### src/rtl/capsel_pkg.sv
package capsel_pkg;
    // Classified button event, each field a one-cycle pulse
    typedef struct packed {
        logic short_p;
        logic long_p;
    } press_t;
endpackage

### src/rtl/capsel_btn.sv
module capsel_btn
    import capsel_pkg::*;
#(
    parameter int DEB_CYC  = 8,
    parameter int LONG_CYC = 200
) (
    input  logic   clk,
    input  logic   rst_n,
    input  logic   raw_i,
    output press_t ev_o
);
    localparam int DW = $clog2(DEB_CYC + 1);
    localparam int HW = $clog2(LONG_CYC + 1);

    typedef struct packed {
        logic          s1;
        logic          s2;
        logic          lvl;
        logic [DW-1:0] dcnt;
        logic [HW-1:0] hold;
        logic          long_seen;
        logic          short_p;
        logic          long_p;
    } btn_t;

    btn_t q, d;

    always_comb begin
        d         = q;
        d.s1      = raw_i;
        d.s2      = q.s1;
        d.short_p = 1'b0;
        d.long_p  = 1'b0;
        // debounce: accept a new level after DEB_CYC steady cycles
        if (q.s2 != q.lvl) begin
            if (q.dcnt == DW'(DEB_CYC - 1)) begin
                d.lvl  = q.s2;
                d.dcnt = '0;
            end else begin
                d.dcnt = q.dcnt + 1'b1;
            end
        end else begin
            d.dcnt = '0;
        end
        // hold timer while pressed
        if (q.lvl) begin
            if (q.hold != HW'(LONG_CYC))
                d.hold = q.hold + 1'b1;
            if (q.hold == HW'(LONG_CYC - 1)) begin
                d.long_p    = 1'b1;
                d.long_seen = 1'b1;
            end
        end else begin
            d.hold = '0;
        end
        if (q.lvl && !d.lvl)
            d.short_p = !q.long_seen && !d.long_p;
        if (!q.lvl && d.lvl)
            d.long_seen = 1'b0;
    end

    always_ff @(posedge clk or negedge rst_n) begin
        if (!rst_n) q <= '0;
        else        q <= d;
    end

    assign ev_o.short_p = q.short_p;
    assign ev_o.long_p  = q.long_p;

    // a release after a long detection is never reported as short
    a_r7_no_short_after_long: assert property (@(posedge clk) disable iff (!rst_n)
        q.short_p |-> !q.long_seen);
    // the accepted level only changes to a value the synchroniser held
    a_r1_level_from_sync: assert property (@(posedge clk) disable iff (!rst_n)
        (q.lvl != $past(q.lvl)) |-> (q.lvl == $past(q.s2)));
endmodule

### src/rtl/capsel_ui.sv
module capsel_ui
    import capsel_pkg::*;
#(
    parameter int NCAP     = 8,
    parameter int DEB_CYC  = 8,
    parameter int LONG_CYC = 200
) (
    input  logic                     clk,
    input  logic                     por_n,
    input  logic                     rst_n,
    input  logic                     rk_up_i,
    input  logic                     rk_dn_i,
    input  logic                     set_i,
    input  logic                     conn_ph_i,
    input  logic                     disc_ph_i,
    input  logic                     fault_i,
    output logic [$clog2(NCAP)-1:0]  hl_idx_o,
    output logic [NCAP-1:0]          sel_mask_o,
    output logic [NCAP-1:0]          def_mask_o,
    output logic                     snd_en_o,
    output logic                     disp_inv_o,
    output logic                     tone_conn_o,
    output logic                     tone_disc_o,
    output logic                     tone_alert_o
);
    localparam int              IDXW    = $clog2(NCAP);
    localparam int              NBTN    = 3;
    localparam logic [NCAP-1:0] DEF_RST = NCAP'(1);
    localparam logic [NCAP-1:0] ONE     = NCAP'(1);

    press_t         ev [NBTN];
    logic [NBTN-1:0] raw;
    assign raw = {set_i, rk_dn_i, rk_up_i};

    for (genvar g = 0; g < NBTN; g++) begin : g_btn
        capsel_btn #(.DEB_CYC(DEB_CYC), .LONG_CYC(LONG_CYC)) u_btn (
            .clk   (clk),
            .rst_n (rst_n),
            .raw_i (raw[g]),
            .ev_o  (ev[g])
        );
    end

    typedef struct packed {
        logic [IDXW-1:0] hl;
        logic [NCAP-1:0] sel;
        logic            snd;
        logic            load;
        logic            conn_prev;
        logic            disc_prev;
        logic            fault_prev;
        logic            inv;
        logic            t_conn;
        logic            t_disc;
        logic            t_alert;
    } ui_t;

    ui_t             q, d;
    logic [NCAP-1:0] def_q, def_d;
    logic [NCAP-1:0] flip;
    logic            lock;

    assign lock = conn_ph_i | disc_ph_i | fault_i;

    always_comb begin
        d            = q;
        def_d        = def_q;
        flip         = q.sel ^ (ONE << q.hl);
        d.load       = 1'b0;
        d.conn_prev  = conn_ph_i;
        d.disc_prev  = disc_ph_i;
        d.fault_prev = fault_i;
        d.inv        = fault_i;
        d.t_conn     = conn_ph_i & ~q.conn_prev & q.snd;
        d.t_disc     = disc_ph_i & ~q.disc_prev & q.snd;
        d.t_alert    = fault_i & ~q.fault_prev;
        if (q.load) begin
            d.sel = def_q;
        end else if (!lock) begin
            if (ev[0].short_p)
                d.hl = (q.hl == IDXW'(NCAP - 1)) ? '0 : q.hl + 1'b1;
            else if (ev[1].short_p)
                d.hl = (q.hl == '0) ? IDXW'(NCAP - 1) : q.hl - 1'b1;
            if (ev[0].long_p || ev[1].long_p)
                d.snd = ~q.snd;
            if (ev[2].short_p && (flip != '0))
                d.sel = flip;
            if (ev[2].long_p)
                def_d = q.sel;
        end
    end

    always_ff @(posedge clk or negedge rst_n) begin
        if (!rst_n) begin
            q      <= '0;
            q.sel  <= DEF_RST;
            q.snd  <= 1'b1;
            q.load <= 1'b1;
        end else begin
            q <= d;
        end
    end

    always_ff @(posedge clk or negedge por_n) begin
        if (!por_n) def_q <= DEF_RST;
        else        def_q <= def_d;
    end

    assign hl_idx_o     = q.hl;
    assign sel_mask_o   = q.sel;
    assign def_mask_o   = def_q;
    assign snd_en_o     = q.snd;
    assign disp_inv_o   = q.inv;
    assign tone_conn_o  = q.t_conn;
    assign tone_disc_o  = q.t_disc;
    assign tone_alert_o = q.t_alert;

    a_r5_mask_not_empty: assert property (@(posedge clk) disable iff (!rst_n)
        sel_mask_o != '0);
    a_r9_lock_holds: assert property (@(posedge clk) disable iff (!rst_n)
        (lock && !q.load) |=> ($stable(sel_mask_o) && $stable(hl_idx_o)
                               && $stable(snd_en_o) && $stable(def_mask_o)));
    a_r6_reload_default: assert property (@(posedge clk) disable iff (!rst_n)
        q.load |=> (sel_mask_o == $past(def_mask_o)));
    a_r2_up_wraps: assert property (@(posedge clk) disable iff (!rst_n)
        (!lock && !q.load && ev[0].short_p && hl_idx_o == IDXW'(NCAP - 1))
        |=> (hl_idx_o == '0));
    a_r10_invert_follows: assert property (@(posedge clk) disable iff (!rst_n)
        fault_i |=> disp_inv_o);
    a_r10_invert_clears: assert property (@(posedge clk) disable iff (!rst_n)
        !fault_i |=> !disp_inv_o);
    a_r10_alert_on_rise: assert property (@(posedge clk) disable iff (!rst_n)
        $rose(fault_i) |=> tone_alert_o);
    a_r11_conn_needs_snd: assert property (@(posedge clk) disable iff (!rst_n)
        tone_conn_o |-> snd_en_o);
    a_r11_disc_needs_snd: assert property (@(posedge clk) disable iff (!rst_n)
        tone_disc_o |-> snd_en_o);
    a_r11_conn_one_cycle: assert property (@(posedge clk) disable iff (!rst_n)
        tone_conn_o |=> !tone_conn_o);
    a_r11_disc_one_cycle: assert property (@(posedge clk) disable iff (!rst_n)
        tone_disc_o |=> !tone_disc_o);
endmodule

### config.mk
export PLATFORM = sky130hd
export DESIGN_NAME = capsel_ui
export DESIGN_NICKNAME = d
export VERILOG_FILES = /design/src/rtl/capsel_pkg.sv /design/src/rtl/capsel_btn.sv /design/src/rtl/capsel_ui.sv
export SDC_FILE = /design/constraint.sdc
export NUM_CORES = 1
export LEC_CHECK = 0
export ABC_AREA = 0
export ABC_CLOCK_PERIOD_IN_PS = 5100
export BUFFER_PORTS_ARGS = -buffer_cell sky130_fd_sc_hd__buf_2
export CELL_PAD_IN_SITES_DETAIL_PLACEMENT = 1
export CELL_PAD_IN_SITES_GLOBAL_PLACEMENT = 1
export CORE_ASPECT_RATIO = 0.5
export CORE_MARGIN = 2
export CORE_UTILIZATION = 35
export DETAILED_ROUTE_END_ITERATION = 16
export PLACE_DENSITY = 0.6
export SKIP_LAST_GASP = 1
export SYNTH_ARGS = -nofsm -noshare
export SYNTH_HDL_FRONTEND = slang
export SYNTH_SLANG_ARGS = --single-unit
### constraint.sdc
create_clock -name clk -period 5.1 [get_ports clk]
set_clock_uncertainty 0.15 [all_clocks]
set_input_delay 1.02 -clock clk [delete_from_list [all_inputs] [get_ports clk]]
set_output_delay 1.02 -clock clk [all_outputs]
set_load 0.02 [all_outputs]
# --- Yosys cells after proc, flatten, opt, wreduce, memory -nomap -nowiden ---
# Cells that the tools add are included.
word_totals:
  reg_bits: 81
  in_bits: 9
  out_inout_bits: 24
  elab_cells: 159
classes:
  addsub: 8
  n_eq_ne: 17
  n_shift: 1
  muxes: 44
  bitwise: 14
  n_reduce_logical: 40
op_table:
  columns: ["op", "count"]
  rows:
  - ["8-bit 2-to-1 mux", 8]
  - ["1-bit 2-to-1 mux", 25]
  - ["8-bit by 1-bit adder with 8-bit output, second input constant", 3]
  - ["8-bit equality test, second input constant", 3]
  - ["4-bit 2-to-1 mux", 6]
  - ["8-bit inequality test, second input constant", 3]
  - ["2-bit nonzero test", 8]
  - ["4-bit by 1-bit adder with 4-bit output, second input constant", 3]
  - ["4-bit by 3-bit equality test with 1-bit output, second input constant", 3]
  - ["1-bit zero test", 12]
  - ["3-bit 2-to-1 mux", 4]
  - ["1-bit logical AND", 10]
  - ["9-bit 2-to-1 mux", 1]
  - ["3-bit AND reduction", 3]
  - ["2-bit inequality test, second input constant", 4]
  - ["2-bit AND reduction", 4]
  - ["8-bit nonzero test", 1]
  - ["1-bit by 3-bit << shifter with 8-bit output, first input constant", 1]
  - ["8-bit bitwise XOR", 1]
  - ["1-bit NOT", 6]
  - ["1-bit AND", 5]
  - ["3-bit by 1-bit adder with 3-bit output, second input constant", 1]
  - ["3-bit equality test, second input constant", 1]
  - ["3-bit zero test", 1]
  - ["other kinds (4)", 7]

# --- Longest topological paths before layout ---
# Gate-level depths: netlist (run 1).
depth:
  ltp_word: 7
  ltp_mapped: 7
  ltp_nobuf: 7

# --- By module ---
# A second synthesis (run 1) with hierarchy kept.
hier_totals:
  cells_unflattened: 373
  area_unflattened_um2: 4096.4
by_module_without_submodules:
  columns: ["mod", "n_inst", "cells_each", "area_each_um2", "seq_area_each_um2"]
  rows:
  - ["capsel_btn", 3, 76, 850.8, 450.4]
  - ["capsel_ui", 1, 145, 1544.0, 680.7]

# --- Worst setup path before layout (run 1) ---
# No wires, ideal clock.
synth_path:
  kind: "flip-flop to flip-flop"
  start: "reg q (netlist bit hl_idx_o[1])"
  end: "reg q (netlist bit sel_mask_o[7])"
  setup_time_ns: 0.126
  arrival_time_ns: 2.102
  t_required_ns: 4.824
  slack_ns: 2.722
  path_stages_with_launch: 8
  path_buffers: 0
  synth_period_minus_slack_ns: 2.378
  path_cell_list: "dfrtp_1 inv_1 ha_1 a2111oi_0 mux2i_1 a221oi_4 nor2_4 a221o_1"
synth_via:
  elab_chain_cells: 6
  word_cells_on_any_way: 9
  classes_between: "shift (1); mux (3); bitwise (1); reduce/logical (4)"
synth_rtl:
  columns: ["item", "line", "source"]
  rows:
  - ["from (decl)", "capsel_ui.sv:58", "ui_t q, d;"]
  - ["1-bit by 3-bit << shifter with 8-bit output *", "capsel_ui.sv:68", "flip = q.sel ^ (ONE << q.hl);"]
  - ["8-bit bitwise XOR *", "capsel_ui.sv:68", null]
  - ["8-bit nonzero test", "capsel_ui.sv:86", "if (ev[2].short_p && (flip != '0))"]
  - ["1-bit logical AND", "capsel_ui.sv:86", null]
  - ["2-bit nonzero test (no line)", null, null]
  - ["2-bit AND reduction (no line)", null, null]
# Mark *: on every way between the ends. The rest lies on a longest branch, timed or not. The select of a mux whose other input is x is not followed.
# A chain may end at the register's enable or synchronous reset.

# --- Final worst setup path (run 1) ---
layout_path:
  start: "in disc_ph_i"
  end: "reg def_q[3] (netlist: def_mask_o[3])"
layout_via:
  elab_chain_cells: 4
layout_rtl:
  columns: ["item", "line", "source"]
  rows:
  - ["from (decl)", "capsel_ui.sv:15", "input logic disc_ph_i,"]
  - ["1-bit OR (2 in a row)", "capsel_ui.sv:63", "assign lock = conn_ph_i | disc_ph_i | fault_i;"]
  - ["1-bit NOT (no line)", null, null]
  - ["3-bit AND reduction (no line)", null, null]
  - ["to (signal assigned)", "capsel_ui.sv:105", "if (!por_n) def_q <= DEF_RST;"]
  - ["to (signal assigned)", "capsel_ui.sv:106", "else def_q <= def_d;"]
  - ["to (decl)", "capsel_ui.sv:59", "logic [NCAP-1:0] def_q, def_d;"]
# No other way between the ends.

==> results.sh, run 1 <==
export IMPL_slew_headroom_pct=39.9
export IMPL_cp_max_fo=8
export IMPL_cts_tree="yes"
export IMPL_max_freq_mhz=374
export IMPL_ys_seq_area_share_pct=52.7
export IMPL_ys_seq_elements=81
export IMPL_grt_use_total_pct=15.0
export IMPL_hp_class="reg -> reg"
export IMPL_synth_edf_count=0
export IMPL_die_x_um=152
export IMPL_arrival_ps=2740
export IMPL_hold_viol=0
export IMPL_hpwlAfterDp_mm=6.11
export IMPL_p_seq_share_pct=48.9
export IMPL_rsz0062_at_grt="no"
export IMPL_clk_latency_ps=340
export IMPL_io_buffers=32
export IMPL_routedWlPerCell_um=15.7
export IMPL_io_pin_count=33
export IMPL_whs_ps=200
export IMPL_maxSlewViolCount=0
export IMPL_rr_startpoint="hl_idx_o[1]$_DFFE_PN0P_"
export IMPL_die_area_mm2=0.0119
export IMPL_cp_end_kind="flop"
export IMPL_grt_overflow=0
export IMPL_path_clk_slew_ps=60
export IMPL_cp_endpoint="def_mask_o[3]$_DFFE_PN0P_"
export IMPL_critical_path_class="in -> reg"
export IMPL_final_area_mm2=0.00436
export IMPL_max_vdd_ir_drop_mv=0.126
export IMPL_avgSynthCellArea_um2=10.9
export IMPL_ant_nets=0
export IMPL_synthFlopType="dfrtp_1"
export IMPL_cellPowerDensity_mw_per_mm2=356
export IMPL_multi_input_area_mm2=0.00165
export IMPL_cts_buffers=9
export IMPL_crit_path_start_kind="input pin"
export IMPL_post_route_drc_count=0
export IMPL_final_cell_mix="77 x dfrtp_1, 38 x nor2_1, 32 x buf_2"
export IMPL_cts_setup_buffers=0
export IMPL_seq_area_mm2=0.00203
export IMPL_cts_hold_buf=0
export IMPL_dr_first_iter_drc_count=113
export IMPL_power_switching_share_pct=28.4
export IMPL_fin_crit_ps=2670
export IMPL_routabilityCongestion=0.770
export IMPL_wl_mm=8.28
export IMPL_vias=2679
export IMPL_clkSinkCount=81
export IMPL_setup_tns_final_ps=0
export IMPL_grt_pass1_wl_mm=14.3
export IMPL_max_slew_worst_pin_slew_ps=893
export IMPL_core_area_mm2=0.0109
export IMPL_dpl_cell_area_mm2=0.00408
export IMPL_cts_root_buf="clkbuf_16"
export IMPL_synth_area_mm2=0.00386
export IMPL_drive_gt1_share_pct=19.8
export IMPL_async_flop_share_pct=100
export IMPL_grt_max_degree=44
export IMPL_area_growth_pct=13.1
export IMPL_nNetsFinal=404
export IMPL_crit_reg2reg_capture="sel_mask_o[2]$_DFFE_PN0P_"
export IMPL_max_cap_viol_count=0
export IMPL_cp_required_ps=5170
export IMPL_clockPowerShare_pct=39.1
export IMPL_fin_util_pct=40.1
export IMPL_rows=27
export IMPL_synth_cell_types=49
export IMPL_p_comb_share_pct=12.1
export IMPL_dr_pass1_iters=4
export IMPL_htree_num_levels=3
export IMPL_grt_pass1_vias=2930
export IMPL_synthCells=355
export IMPL_start_util_pct=35.5
export IMPL_synth_nets=380
export IMPL_ys_warn_count=0
export IMPL_n_fill_cell=1227
export IMPL_via_per_inst=5.06
export IMPL_critPathLaunch="disc_ph_i"
export IMPL_intPower_mw=1.11
export IMPL_diodes=0
export IMPL_fin_crit_sh_pct=52.4
export IMPL_regToRegSetupSlack_ps=2430
export IMPL_outcome="finished, final reports clean"
export IMPL_final_common_cell="dfrtp_1"
export IMPL_ctsLongestPathBuffers=2
export IMPL_die_h_um=78.2
export IMPL_post_cts_resized_instances=0
export IMPL_power_switching_uw=442
export IMPL_setup_viol=0
export IMPL_r2r_cells=7
export IMPL_antenna_found_initial=0
export IMPL_p_leak_nw=1.98
-- sequential cells by signal (all words and copies together), names as in the netlist --
register          flops
tone_conn_o           1
sel_mask_o            8
disp_inv_o            1
def_mask_o            8
hl_idx_o              3
g_btn.u_btn.q        45
snd_en_o              1
g_btn.u_btn.d         3
tone_disc_o           1
g_btn.u_btn.ev_o      6
tone_alert_o          1
q                     3
-- power by group through the flow --
stage               registers, mW  clock network [mW]  logic, mW
floorplan                   0.750                   0      0.147
global placement            0.766                   0      0.178
detailed placement          0.772                   0      0.192
CTS                         0.761               0.627      0.194
global route                0.772               0.658      0.224
finish                      0.760               0.608      0.187
-- cell families after synthesis --
logic type	Yosys count	share of synthesized area [%]
adder cells (fa/ha/maj)	16	5.19
XOR/XNOR	27	6.13
buffers and inverters	34	4.57
multiplexers	13	3.66
other	1	0.0972
AND/OR/NAND/NOR	135	18.0
AO/OA/AOI/OAI	48	9.66
flip-flops	81	52.7
-- layer usage --
metal,track usage [%],wire [um]
met1,17.9,3680
met2,26.4,4200
met3,4.03,280
met4,5.56,128
met5,0,0
-- layout make-up --
| cell class | count | share of cell area, % |
|---|---|---|
| Tap cell | 145 | 4.16 |
| Sequential cell | 81 | 46.6 |
| Multi-Input combinational cell | 240 | 37.8 |
| Timing Repair Buffer | 33 | 3.84 |
| Clock buffer | 9 | 5.16 |
| Clock inverter | 7 | 1.23 |
| Inverter | 14 | 1.20 |
-- worst max-delay path, stage by stage --
cell and delay [ps]:
buf_2 120, nor4_1 780, nand2_1 440, mux2_2 390
-- Yosys cell counts (5+ instances only) --
cell type	n	area share (%)
mux2_2	9	2.6
xor2_1	9	2.0
a221o_1	6	1.6
buf_4	11	2.1
and3_1	6	0.97
dfrtp_1	77	50
nor3_1	10	1.3
o311a_2	6	1.8
nor2_1	38	3.7
and2_1	5	0.81
clkbuf_1	8	0.78
nand3_1	18	2.3
o21ai_0	11	1.4
inv_1	14	1.4
xnor2_1	18	4.1
a21oi_1	10	1.3
ha_1	16	5.2
nor2b_1	5	0.81
nand2_1	26	2.5
-- worst min-delay path by stage --
stage	start	end	slack [ps]	depth (start not counted)
finish	g_btn[0].u_btn.d[16]$_DFF_PN0_	g_btn[0].u_btn.q[16]$_DFF_PN0_	200	0
global route	g_btn[2].u_btn.d[16]$_DFF_PN0_	g_btn[2].u_btn.q[16]$_DFF_PN0_	210	0
CTS	g_btn[0].u_btn.d[16]$_DFF_PN0_	g_btn[0].u_btn.q[16]$_DFF_PN0_	210	0
detailed placement	g_btn[1].u_btn.d[16]$_DFF_PN0_	g_btn[1].u_btn.q[16]$_DFF_PN0_	190	0
global placement	g_btn[2].u_btn.d[16]$_DFF_PN0_	g_btn[2].u_btn.q[16]$_DFF_PN0_	190	0
floorplan	g_btn[0].u_btn.d[16]$_DFF_PN0_	g_btn[0].u_btn.q[16]$_DFF_PN0_	180	0
-- per-stage QoR --
stage / setup slack [ps] / power (mW) / instances
after floorplan: 2720 / 0.897 / 355
after global placement: 2080 / 0.944 / 513
after detailed placement: 2030 / 0.964 / 513
after CTS: 2380 / 1.58 / 529
after global routing: 2220 / 1.65 / 529
final: 2430 / 1.55 / 529
Power figures use the tool's default switching activity.
==> inputs of run 2 (changes only) <==
- ABC_CLOCK_PERIOD_IN_PS: 5100 -> 2650
- clock period: 5.1 -> 2.65 ns (I/O delays scaled with it)
==> results.sh, run 2 (synthesis results as in run 1) <==
export IMPL_antenna_found_initial=0
export IMPL_cp_max_fo=8
export IMPL_maxSlewViolCount=0
export IMPL_grt_use_total_pct=15.7
export IMPL_max_slew_worst_pin_slew_ps=616
export IMPL_final_cell_mix="77 x dfrtp_1, 38 x nor2_1, 32 x buf_2"
export IMPL_via_per_inst=5.00
export IMPL_routedWlPerCell_um=15.9
export IMPL_power_switching_uw=812
export IMPL_max_freq_mhz=399
export IMPL_routabilityCongestion=0.755
export IMPL_regMostFlops="g_btn.u_btn.q"
export IMPL_clkSinkCount=81
export IMPL_die_area_mm2=0.0119
export IMPL_vias=2676
export IMPL_htree_num_levels=3
export IMPL_grt_overflow=0
export IMPL_cp_end_kind="flop"
export IMPL_dr_first_iter_drc_count=84
export IMPL_p_comb_share_pct=12.5
export IMPL_path_clk_slew_ps=60
export IMPL_cts_root_buf="clkbuf_16"
export IMPL_fin_util_pct=40.6
export IMPL_die_x_um=152
export IMPL_clk_latency_ps=340
export IMPL_rows=27
export IMPL_die_h_um=78.2
export IMPL_rsz0062_at_grt="no"
export IMPL_r2r_cells=8
export IMPL_fin_crit_sh_pct=94.7
export IMPL_io_pin_count=33
export IMPL_drive_gt1_share_pct=20.3
export IMPL_io_buffers=32
export IMPL_cp_required_ps=2720
export IMPL_clockPowerShare_pct=38.3
export IMPL_ant_nets=0
export IMPL_intPower_mw=2.17
export IMPL_cts_buffers=9
export IMPL_cellPowerDensity_mw_per_mm2=674
export IMPL_fin_ws_ps=141
export IMPL_dpl_cell_area_mm2=0.00413
export IMPL_outcome="finished, final reports clean"
export IMPL_core_area_mm2=0.0109
export IMPL_grt_pass1_wl_mm=14.7
export IMPL_area_growth_pct=14.6
export IMPL_hpwlAfterDp_mm=6.09
export IMPL_final_area_mm2=0.00442
export IMPL_multi_input_area_mm2=0.00166
export IMPL_grt_max_degree=43
export IMPL_power_switching_share_pct=27.3
export IMPL_p_seq_share_pct=49.3
export IMPL_hold_viol=0
export IMPL_wl_mm=8.52
export IMPL_cts_tree="yes"
export IMPL_max_vdd_ir_drop_mv=0.232
export IMPL_hp_class="in -> async"
export IMPL_final_common_cell="dfrtp_1"
export IMPL_max_cap_viol_count=0
export IMPL_setup_viol=0
export IMPL_diodes=0
export IMPL_ctsLongestPathBuffers=2
export IMPL_start_util_pct=35.5
export IMPL_n_fill_cell=1222
export IMPL_power_mw=2.98
export IMPL_fin_crit_ps=2510
export IMPL_place_ws_ps=100
export IMPL_nNetsFinal=410
export IMPL_grt_pass1_vias=2921
export IMPL_seq_area_mm2=0.00203
export IMPL_dr_pass1_iters=5
export IMPL_crit_path_start_kind="flop"
export IMPL_p_leak_nw=2.02
export IMPL_slew_headroom_pct=59.0
export IMPL_post_route_drc_count=0
export IMPL_critical_path_class="reg -> reg"
export IMPL_setup_tns_final_ps=0
export IMPL_arrival_ps=2580
export IMPL_largest_reg_flops=45
## run 2: critical path, cell delays in order (launching register included)
cell,delay [ps]
dfrtp_1,410
inv_1,100
ha_1,280
and2b_2,240
a32oi_2,270
a221oi_4,130
buf_4,180
o311a_2,380
a221o_1,250
## run 2: cell type report
class	count	share of cell area [%]
Timing Repair Buffer	39	5.15
Multi-Input combinational cell	240	37.5
Clock buffer	13	5.66
Sequential cell	81	46.0
Inverter	14	1.19
Tap cell	145	4.10
Clock inverter	3	0.396
## run 2: power groups by stage
| stage | clock network [mW] | logic, mW | registers (mW) |
|---|---|---|---|
| after floorplan | 0 | 0.284 | 1.44 |
| after global placement | 0 | 0.346 | 1.47 |
| after detailed placement | 0 | 0.380 | 1.49 |
| after CTS | 1.19 | 0.386 | 1.47 |
| after global routing | 1.26 | 0.434 | 1.49 |
| final | 1.14 | 0.371 | 1.47 |
## run 2: path summary, 6_finish.rpt
check	from	end	slack, ps
max	hl_idx_o[1]$_DFFE_PN0P_	sel_mask_o[4]$_DFFE_PN0P_	140
min	rst_n	sel_mask_o[4]$_DFFE_PN0P_	50
max reg2reg	hl_idx_o[1]$_DFFE_PN0P_	sel_mask_o[4]$_DFFE_PN0P_	140
min reg2reg	g_btn[0].u_btn.d[16]$_DFF_PN0_	g_btn[0].u_btn.q[16]$_DFF_PN0_	200
max in group asynchronous	rst_n	g_btn[1].u_btn.q[8]$_DFFE_PN0P_	1650
min in group clk	rk_dn_i	g_btn[1].u_btn.d[16]$_DFF_PN0_	150
## run 2: timing repair
item                                   in CTS  in global routing
gates resized for setup                     0                  2
setup endpoints to repair                   0                  6
hold buffers                                1                  0
buffers inserted                            0                  1
endpoints found under the hold margin       7                  0
## run 2: metal layers
metal / track usage (%) / part of all wire [%] / vias up
met5: 0 / 0 / -
met4: 5.74 / 1.5 / 0
met3: 5.25 / 3.3 / 11
met2: 27.7 / 51 / 43
met1: 18.0 / 44 / 1341
li1: - / - / 1281
## run 2: per-stage QoR
stage / cells / hold WS [ps]
after floorplan: 355 / 84.4
after global placement: 517 / 185
after detailed placement: 517 / 188
after CTS: 534 / 68.3
after global routing: 535 / 84.7
final: 535 / 53.2
==> inputs of run 3 (changes only) <==
- PLACE_DENSITY: 0.6 -> 0.61
==> results.sh, run 3 (synthesis results as in run 1) <==
export IMPL_p_leak_nw=2.03
export IMPL_max_cap_viol_count=0
export IMPL_cp_end_kind="flop"
export IMPL_area_growth_pct=15.9
export IMPL_hpwlAfterDp_mm=6.07
export IMPL_arrival_ps=2540
export IMPL_critical_path_class="reg -> reg"
export IMPL_grt_use_total_pct=15.4
export IMPL_ant_nets=0
export IMPL_max_vdd_ir_drop_mv=0.312
export IMPL_final_common_cell="dfrtp_1"
export IMPL_cellPowerDensity_mw_per_mm2=698
export IMPL_grt_max_degree=74
export IMPL_post_route_drc_count=0
export IMPL_max_freq_mhz=405
export IMPL_routabilityCongestion=0.766
export IMPL_p_seq_share_pct=46.8
export IMPL_drive_gt1_share_pct=21.9
export IMPL_hold_viol=0
export IMPL_outcome="finished, final reports clean"
export IMPL_via_per_inst=5.05
export IMPL_cp_max_fo=6
export IMPL_clkSinkCount=81
export IMPL_die_h_um=78.2
export IMPL_grt_overflow=0
export IMPL_rows=27
export IMPL_dr_pass1_iters=4
export IMPL_critPathLaunch="hl_idx_o[0]$_DFFE_PN0P_"
export IMPL_die_x_um=152
export IMPL_fin_crit_ps=2470
export IMPL_cts_root_buf="clkbuf_16"
export IMPL_power_switching_share_pct=27.1
export IMPL_nNetsFinal=409
export IMPL_diodes=0
export IMPL_regMostFlops="g_btn.u_btn.q"
export IMPL_max_slew_worst_pin_slew_ps=566
export IMPL_instances_no_fill=534
export IMPL_cts_buffers=9
export IMPL_place_inst=515
export IMPL_dr_first_iter_drc_count=95
export IMPL_hp_class="in -> async"
export IMPL_whs_ps=54.7
export IMPL_grt_pass1_wl_mm=14.6
export IMPL_intPower_mw=2.28
export IMPL_maxSlewViolCount=0
export IMPL_p_comb_share_pct=11.8
export IMPL_cts_tree="yes"
export IMPL_clockPowerShare_pct=41.3
export IMPL_htree_num_levels=3
export IMPL_largest_reg_flops=45
export IMPL_io_pin_count=33
export IMPL_die_area_mm2=0.0119
export IMPL_antenna_found_initial=0
export IMPL_routedWlPerCell_um=15.8
export IMPL_setup_viol=0
export IMPL_grt_pass1_vias=2962
export IMPL_vias=2698
export IMPL_core_area_mm2=0.0109
export IMPL_start_util_pct=35.5
export IMPL_path_clk_slew_ps=60
export IMPL_crit_path_start_kind="flop"
export IMPL_final_cell_mix="77 x dfrtp_1, 38 x nor2_1, 32 x buf_2"
export IMPL_slew_headroom_pct=61.9
export IMPL_clk_latency_ps=340
export IMPL_io_buffers=32
export IMPL_wl_mm=8.44
export IMPL_ctsLongestPathBuffers=2
export IMPL_power_switching_uw=845
export IMPL_fin_crit_sh_pct=93.2
export IMPL_rr_startpoint="hl_idx_o[0]$_DFFE_PN0P_"
export IMPL_rsz0062_at_grt="no"
export IMPL_cp_required_ps=2710
-- run 3: cell types whose count changed in the layout (fill, tap and decap cells not counted), sizes merged --
cell,previous run,this run
buf,38,37
bufinv,0,1
clkbuf,13,10
inv,14,16
-- run 3: path summary, 6_finish.rpt --
check | to | slack, ps | cells past startpoint
worst max register to register | sel_mask_o[2]$_DFFE_PN0P_ | 180 | 8
worst max-delay path | sel_mask_o[2]$_DFFE_PN0P_ | 180 | 8
worst min-delay path | g_btn[0].u_btn.q[5]$_DFFE_PN0P_ | 50 | 2
min in group clk | g_btn[1].u_btn.d[16]$_DFF_PN0_ | 150 | 1
max in group asynchronous | def_mask_o[0]$_DFFE_PN1P_ | 1690 | 2
worst min register to register | g_btn[0].u_btn.q[16]$_DFF_PN0_ | 200 | 0
-- run 3: area by class of cell --
cell class	instances	area, um^2
Clock buffer	10	239
Clock inverter	6	75.1
Fill cell	1203	6410
Inverter	14	52.6
Multi-Input combinational cell	240	1670
Sequential cell	81	2030
Tap cell	145	181
Timing Repair Buffer	38	220
-- run 3: power groups by stage --
stage	Clock, mW	Sequential (mW)	Combinational, mW
floorplan	0	1.44	0.284
global placement	0	1.47	0.339
detailed placement	0	1.49	0.374
CTS	1.33	1.46	0.381
global route	1.38	1.49	0.434
finish	1.29	1.46	0.369
-- run 3: what timing repair did --
item,4_1_cts,5_1_grt
hold endpoints to repair,7,0
gates resized for setup,0,7
hold buffers,1,0
pin swaps,1,1
setup endpoints to repair,7,8
cloned,0,0
setup buffers,2,0
-- run 3: metal layers --
metal | up-vias | share of wire [%] | global-route usage (%)
met4 | 0 | 1.2 | 4.44
li1 | 1285 | - | -
met1 | 1378 | 43 | 17.8
met3 | 9 | 2.7 | 4.14
met2 | 26 | 53 | 28.5
met5 | - | 0 | 0
-- run 3: worst max-delay path, stage by stage, from the launching register on --
cell	delay (ps)
dfrtp_1	420
inv_1	150
ha_2	290
xnor2_1	110
a32oi_2	270
a221oi_4	130
buf_4	170
o311a_2	380
a221o_1	270
-- run 3: per-stage QoR --
stage | setup TNS (ps) | instance area (um^2) | total power [mW] | util [%] | worst slack [ps]
final | 0 | 4470 | 3.12 | 41.1 | 179
after global routing | 0 | 4470 | 3.30 | 41.1 | 42.0
after CTS | 0 | 4450 | 3.17 | 40.9 | 11.8
after detailed placement | -628 | 4110 | 1.86 | 37.8 | -130
after global placement | 0 | 4110 | 1.81 | 37.8 | 94.3
after floorplan | 0 | 3860 | 1.73 | - | 272
